==> config.mk <==
export PLATFORM = sky130hd
export DESIGN_NAME = hpd_irq_unit
export DESIGN_NICKNAME = d
export VERILOG_FILES = /design/src/rtl/hpd_irq_pkg.sv /design/src/rtl/hpd_sync.sv /design/src/rtl/hpd_glitch_filter.sv /design/src/rtl/hpd_irq_regs.sv /design/src/rtl/hpd_irq_unit.sv
export SDC_FILE = /design/constraint.sdc
export NUM_CORES = 1
export LEC_CHECK = 0
export CAP_MARGIN = 20
export CORE_MARGIN = 5
export CORE_UTILIZATION = 49
export CTS_CLUSTER_SIZE = 20
export DETAILED_ROUTE_END_ITERATION = 10
export PLACE_DENSITY = 0.95
export SYNTH_ARGS = -nofsm -noshare
export SYNTH_HDL_FRONTEND = slang
export SYNTH_SLANG_ARGS = --single-unit
export TNS_END_PERCENT = 30
==> constraint.sdc <==
create_clock -name clk -period 6.8 [get_ports clk]
set_input_delay 1.36 -clock clk [delete_from_list [all_inputs] [get_ports clk]]
set_output_delay 1.36 -clock clk [all_outputs]
set_load 0.01 [all_outputs]
==> src/rtl/hpd_irq_pkg.sv <==
package hpd_irq_pkg;
  localparam int DATA_W  = 32;
  localparam int ADDR_W  = 3;
  localparam int CNT_W   = 4;
  localparam int CNT_LSB = 12;
  localparam int PRE_W   = 8;
  localparam int PRE_LSB = 0;
  localparam int NSRC    = 3;
  localparam int BIT_CORE = 0;
  localparam int BIT_RISE = 1;
  localparam int BIT_FALL = 2;

  typedef enum logic [ADDR_W-1:0] {
    A_CFG  = 3'd0,
    A_STAT = 3'd1,
    A_CLR  = 3'd2,
    A_MASK = 3'd3,
    A_LVL  = 3'd4
  } reg_addr_e;
endpackage

==> src/rtl/hpd_sync.sv <==
module hpd_sync #(
  parameter int STAGES = 2
) (
  input  logic clk,
  input  logic rst_n,
  input  logic d_i,
  output logic q_o
);
  logic [STAGES-1:0] chain_q;

  for (genvar g = 0; g < STAGES; g++) begin : g_stage
    logic src;
    if (g == 0) begin : g_first
      assign src = d_i;
    end else begin : g_rest
      assign src = chain_q[g-1];
    end
    always_ff @(posedge clk or negedge rst_n) begin
      if (!rst_n) chain_q[g] <= 1'b0;
      else        chain_q[g] <= src;
    end
  end

  assign q_o = chain_q[STAGES-1];
endmodule

==> src/rtl/hpd_glitch_filter.sv <==
module hpd_glitch_filter #(
  parameter int CNT_W = 4,
  parameter int PRE_W = 8
) (
  input  logic             clk,
  input  logic             rst_n,
  input  logic             sample_i,
  input  logic [CNT_W-1:0] need_i,
  input  logic [PRE_W-1:0] interval_i,
  output logic             level_o,
  output logic             rise_o,
  output logic             fall_o
);
  logic [PRE_W-1:0] pre_q, pre_d, interval_eff;
  logic [CNT_W-1:0] run_q, run_d, need_eff;
  logic             level_q, level_d;
  logic             tick, flip;

  assign interval_eff = (interval_i == '0) ? PRE_W'(1) : interval_i;
  assign need_eff     = (need_i == '0) ? CNT_W'(1) : need_i;
  assign tick         = (pre_q >= interval_eff - PRE_W'(1));

  always_comb begin
    pre_d   = tick ? '0 : pre_q + PRE_W'(1);
    run_d   = run_q;
    level_d = level_q;
    flip    = 1'b0;
    if (tick) begin
      if (sample_i != level_q) begin
        if (({1'b0, run_q} + (CNT_W+1)'(1)) >= {1'b0, need_eff}) begin
          flip    = 1'b1;
          level_d = sample_i;
          run_d   = '0;
        end else begin
          run_d = run_q + CNT_W'(1);
        end
      end else begin
        run_d = '0;
      end
    end
  end

  always_ff @(posedge clk or negedge rst_n) begin
    if (!rst_n) begin
      pre_q   <= '0;
      run_q   <= '0;
      level_q <= 1'b0;
    end else begin
      pre_q   <= pre_d;
      run_q   <= run_d;
      level_q <= level_d;
    end
  end

  assign level_o = level_q;
  assign rise_o  = flip & sample_i;
  assign fall_o  = flip & ~sample_i;


  hold_between_ticks_chk: assert property (@(posedge clk) disable iff (!rst_n)
    !tick |=> $stable(level_q));

  level_takes_sample_chk: assert property (@(posedge clk) disable iff (!rst_n)
    !$stable(level_q) |-> (level_q == $past(sample_i)));
endmodule

==> src/rtl/hpd_irq_regs.sv <==
module hpd_irq_regs
  import hpd_irq_pkg::*;
#(
  parameter logic [CNT_W-1:0] CNT_RST = 4'hA,
  parameter logic [PRE_W-1:0] PRE_RST = 8'hA0
) (
  input  logic              clk,
  input  logic              rst_n,
  input  logic              wr_i,
  input  logic [ADDR_W-1:0] addr_i,
  input  logic [DATA_W-1:0] wdata_i,
  output logic [DATA_W-1:0] rdata_o,
  input  logic              core_i,
  input  logic              level_i,
  input  logic              rise_i,
  input  logic              fall_i,
  output logic [CNT_W-1:0]  need_o,
  output logic [PRE_W-1:0]  interval_o,
  output logic              irq_o
);
  logic [CNT_W-1:0] need_q, need_d;
  logic [PRE_W-1:0] interval_q, interval_d;
  logic [NSRC-1:0]  mask_q, mask_d;
  logic             rise_q, rise_d, fall_q, fall_d;
  logic             cfg_we, mask_we, clr_we;
  logic [NSRC-1:0]  status;

  assign cfg_we  = wr_i && (addr_i == A_CFG);
  assign mask_we = wr_i && (addr_i == A_MASK);
  assign clr_we  = wr_i && (addr_i == A_CLR);

  always_comb begin
    need_d     = need_q;
    interval_d = interval_q;
    mask_d     = mask_q;
    if (cfg_we) begin
      need_d     = wdata_i[CNT_LSB +: CNT_W];
      interval_d = wdata_i[PRE_LSB +: PRE_W];
    end
    if (mask_we) mask_d = wdata_i[NSRC-1:0];
    rise_d = (rise_q & ~(clr_we & wdata_i[BIT_RISE])) | rise_i;
    fall_d = (fall_q & ~(clr_we & wdata_i[BIT_FALL])) | fall_i;
  end

  always_ff @(posedge clk or negedge rst_n) begin
    if (!rst_n) begin
      need_q     <= CNT_RST;
      interval_q <= PRE_RST;
      mask_q     <= '0;
      rise_q     <= 1'b0;
      fall_q     <= 1'b0;
    end else begin
      need_q     <= need_d;
      interval_q <= interval_d;
      mask_q     <= mask_d;
      rise_q     <= rise_d;
      fall_q     <= fall_d;
    end
  end

  always_comb begin
    status           = '0;
    status[BIT_CORE] = core_i;
    status[BIT_RISE] = rise_q;
    status[BIT_FALL] = fall_q;
  end

  always_comb begin
    rdata_o = '0;
    unique case (addr_i)
      A_CFG: begin
        rdata_o[CNT_LSB +: CNT_W] = need_q;
        rdata_o[PRE_LSB +: PRE_W] = interval_q;
      end
      A_STAT:  rdata_o[NSRC-1:0] = status;
      A_MASK:  rdata_o[NSRC-1:0] = mask_q;
      A_LVL:   rdata_o[0]        = level_i;
      default: rdata_o = '0;
    endcase
  end

  assign irq_o      = |(status & mask_q);
  assign need_o     = need_q;
  assign interval_o = interval_q;


  rise_needs_level_rise_chk: assert property (@(posedge clk) disable iff (!rst_n)
    $rose(rise_q) |-> $rose(level_i));

  fall_needs_level_fall_chk: assert property (@(posedge clk) disable iff (!rst_n)
    $rose(fall_q) |-> $fell(level_i));

  event_beats_clear_chk: assert property (@(posedge clk) disable iff (!rst_n)
    (rise_i && clr_we && wdata_i[BIT_RISE]) |=> rise_q);

  clear_takes_chk: assert property (@(posedge clk) disable iff (!rst_n)
    (clr_we && wdata_i[BIT_FALL] && !fall_i) |=> !fall_q);

  masked_quiet_chk: assert property (@(posedge clk) disable iff (!rst_n)
    (mask_q == '0) |-> !irq_o);
endmodule

==> src/rtl/hpd_irq_unit.sv <==
module hpd_irq_unit
  import hpd_irq_pkg::*;
#(
  parameter int               SYNC_STAGES = 2,
  parameter logic [CNT_W-1:0] CNT_RST     = 4'hA,
  parameter logic [PRE_W-1:0] PRE_RST     = 8'hA0
) (
  input  logic              clk,
  input  logic              rst_n,
  input  logic              hpd_raw,
  input  logic              core_irq,
  input  logic              reg_wr,
  input  logic [ADDR_W-1:0] reg_addr,
  input  logic [DATA_W-1:0] reg_wdata,
  output logic [DATA_W-1:0] reg_rdata,
  output logic              hpd_level,
  output logic              irq
);
  logic             hpd_sync_s;
  logic             rise_s, fall_s;
  logic [CNT_W-1:0] need_s;
  logic [PRE_W-1:0] interval_s;

  hpd_sync #(.STAGES(SYNC_STAGES)) u_sync (
    .clk(clk), .rst_n(rst_n), .d_i(hpd_raw), .q_o(hpd_sync_s)
  );

  hpd_glitch_filter #(.CNT_W(CNT_W), .PRE_W(PRE_W)) u_filter (
    .clk(clk), .rst_n(rst_n), .sample_i(hpd_sync_s),
    .need_i(need_s), .interval_i(interval_s),
    .level_o(hpd_level), .rise_o(rise_s), .fall_o(fall_s)
  );

  hpd_irq_regs #(.CNT_RST(CNT_RST), .PRE_RST(PRE_RST)) u_regs (
    .clk(clk), .rst_n(rst_n), .wr_i(reg_wr), .addr_i(reg_addr),
    .wdata_i(reg_wdata), .rdata_o(reg_rdata), .core_i(core_irq),
    .level_i(hpd_level), .rise_i(rise_s), .fall_i(fall_s),
    .need_o(need_s), .interval_o(interval_s), .irq_o(irq)
  );
endmodule

==> metrics <==
status=finished, final reports clean; data arrival time of the critical path=3.27 ns; average instance area after synthesis=10.10 sq um; DR pass1 iterations=4; P per Cell Area=330.2 nW/um^2; Die Ht=75.01 um; htree depth=2; Final ANT Viol Nets=0; Iter 0 DRT Violations=139; vias in the first global route=1590; # IOs=74; EDFF count, synth=0; crit share post-route=68.08%; Crit Path Max Fanout=11; die width=75.01 um; hold violation count in the final report=0; initial antenna violation count=0; Total GRT Usage=16.26%; critical path class=in2out; Async SR Flop Fraction=100.0%; worst skew pair latency=0.28 ns; total CTS buffers=5; setup ws final=2.171 ns; Site Rows=23; area of the die=5626 sq um; Post-CTS Hold Fix Bufs=0; fin util=61.27%; Initial Utilization=51.03%; post-synthesis cell count=205; worst relative slew slack=53.63%; VDD IR max=199.6 uV; register area share after synthesis=38.91%; endpoints failing setup=0; capturing point of the worst reg2reg path=u_filter.run_q[1]; FF-to-FF path depth=12; Leak=0.001128 uW; commonest non-fill, non-tap cell in the layout=clkdlybuf4s50_1; Slew Viols, Final=0; CTS root buffer=clkbuf_8; grt ovf=0; clock tree sinks=32; wire per inst=14.49 um; Worst Skew=0.008132 ns; largest net degree at the start of global routing=33; first-pass GRT wire length=6900 um; min Tclk post-route=4.629 ns; share of layout cells above drive strength 1=13.69%; most frequent cells in the layout=clkdlybuf4s50_1, dfrtp_1, conb_1; vias per cell=5.254; number of max-cap violations=0; fmax=216.0 MHz; number of gates resized after CTS=0; CTS tree=built; Required @ worst endpoint=5.44 ns; Yosys cell types=45; WHS Endpoint=u_sync.q_o; WHS Path Cells=0; setup TNS=0 ns; Area Overhead vs Synth=20.06%; dpl ws=2.179 ns; Crit. End Element=output pin; R2R Setup Slk=3.24 ns; Clock Pin Slew Worst Setup and Hold Paths=0.07 ns; Final Power=820.9 uW; min-delay worst type=reg2reg; DRC=0; total number of vias=1529; Worst setup SP type=input port; Yosys reg bits=32; # diodes=0; Top FF cell, synth=dfrtp_1; unrepaired setup endpoints after global routing=false; worst r2r src=u_regs.interval_o[6]; deepest clock path buffer count=2; Post-Syn Area=2071 sq um; Worst-Margin Slew=0.6940 ns; Final GP Congestion=0.9091; HP Start=u_sync.g_stage[1].src; fin nets=295; hpwl dp=3218 um; port bufs=33; final wirelength=4216 um; post-CTS setup buffer count=0; core area=4058 sq um; Synth warnings=0
==> sequential cells by signal, indices dropped and copies added, names as in the netlist <==
name,count
u_sync.q_o,1
u_regs.need_o,4
u_filter.pre_q,8
u_sync.g_stage.src,1
u_filter.level_o,1
u_regs.fall_q,1
u_filter.run_q,4
u_regs.interval_o,8
u_regs.rise_q,1
u_regs.mask_q,3
==> stage by stage <==
stage          cells  hold WS, ns  area, sq um
2_1_floorplan    224       0.3312         2142
3_3_place_gp     283       0.3318         2360
3_5_place_dp     283       0.3389         2360
4_1_cts          291       0.3544         2486
5_1_grt          291       0.3567         2486
6_report         291       0.3521         2486
==> synthesized netlist by cell type, types with 2 or more instances <==
| cell type | number | area share (%) |
|---|---|---|
| nand3_1 | 8 | 1.9 |
| xor2_1 | 7 | 3.0 |
| buf_2 | 2 | 0.48 |
| and3_1 | 3 | 0.91 |
| dfrtp_1 | 28 | 34 |
| dfstp_2 | 4 | 5.1 |
| buf_4 | 21 | 7.6 |
| nand4_1 | 3 | 0.91 |
| xnor2_1 | 6 | 2.5 |
| a31oi_1 | 4 | 1.2 |
| mux2_2 | 12 | 6.5 |
| nand2b_1 | 4 | 1.2 |
| nand2_1 | 7 | 1.3 |
| inv_1 | 11 | 2.0 |
| and2_1 | 11 | 3.3 |
| ha_1 | 15 | 9.1 |
| nor2_1 | 19 | 3.4 |
| a21oi_1 | 2 | 0.48 |
| o21ai_0 | 9 | 2.2 |
| mux2i_1 | 4 | 1.9 |
==> kinds of logic (layout without fill, tap and decap cells) <==
kind of cell / Yosys count / count (layout) / synth area share [%]
simple gates: 65 / 65 / 17.16
buf+inv: 36 / 53 / 10.82
flops: 32 / 32 / 38.91
compound gates: 27 / 27 / 9.910
mux: 16 / 16 / 8.459
fa+ha+maj: 15 / 15 / 9.063
xor+xnor: 13 / 13 / 5.499
other cells: 1 / 20 / 0.1811
==> critical path, stage by stage <==
cell	delay [ns]
clkdlybuf4s50_1	0.60
nor3_2	0.55
and2_1	0.21
clkdlybuf4s50_1	0.55
==> power by group <==
| part | total (uW) | internal (uW) | switching (uW) | leakage (uW) |
|---|---|---|---|---|
| registers | 304 | 246 | 58.2 | 0.000393 |
| logic | 318 | 158 | 160 | 0.000670 |
| clock network | 199 | 129 | 70.0 | 0.0000645 |
==> per-layer routing <==
metal	vias up	GRT usage [%]	routed length, um
li1	739	-	-
met1	733	19.19	1715
met2	48	28.43	2140
met3	9	4.539	279
met4	0	5.336	80
met5	-	0	0
==> how the worst max path moves through the flow <==
stage                     start            end  slack (ns)  cells after the start
finish              reg_addr[1]  reg_rdata[13]        2.17                      4
global route        reg_addr[1]  reg_rdata[14]        2.03                      4
CTS                 reg_addr[1]  reg_rdata[13]        2.16                      4
detailed placement  reg_addr[1]  reg_rdata[13]        2.18                      4
global placement    reg_addr[1]  reg_rdata[13]        2.19                      4
floorplan           reg_addr[0]   reg_rdata[0]        3.38                      5
==> layout make-up <==
| type | count | area (sq um) |
|---|---|---|
| Fill cell | 321 | 1572 |
| Multi-Input combinational cell | 156 | 1112 |
| Sequential cell | 32 | 805.8 |
| Timing Repair Buffer | 34 | 337.8 |
| Clock buffer | 7 | 96.34 |
| Tap cell | 50 | 62.56 |
| Inverter | 11 | 41.29 |
| Clock inverter | 1 | 30.03 |
(Power assumes the default switching activity.)
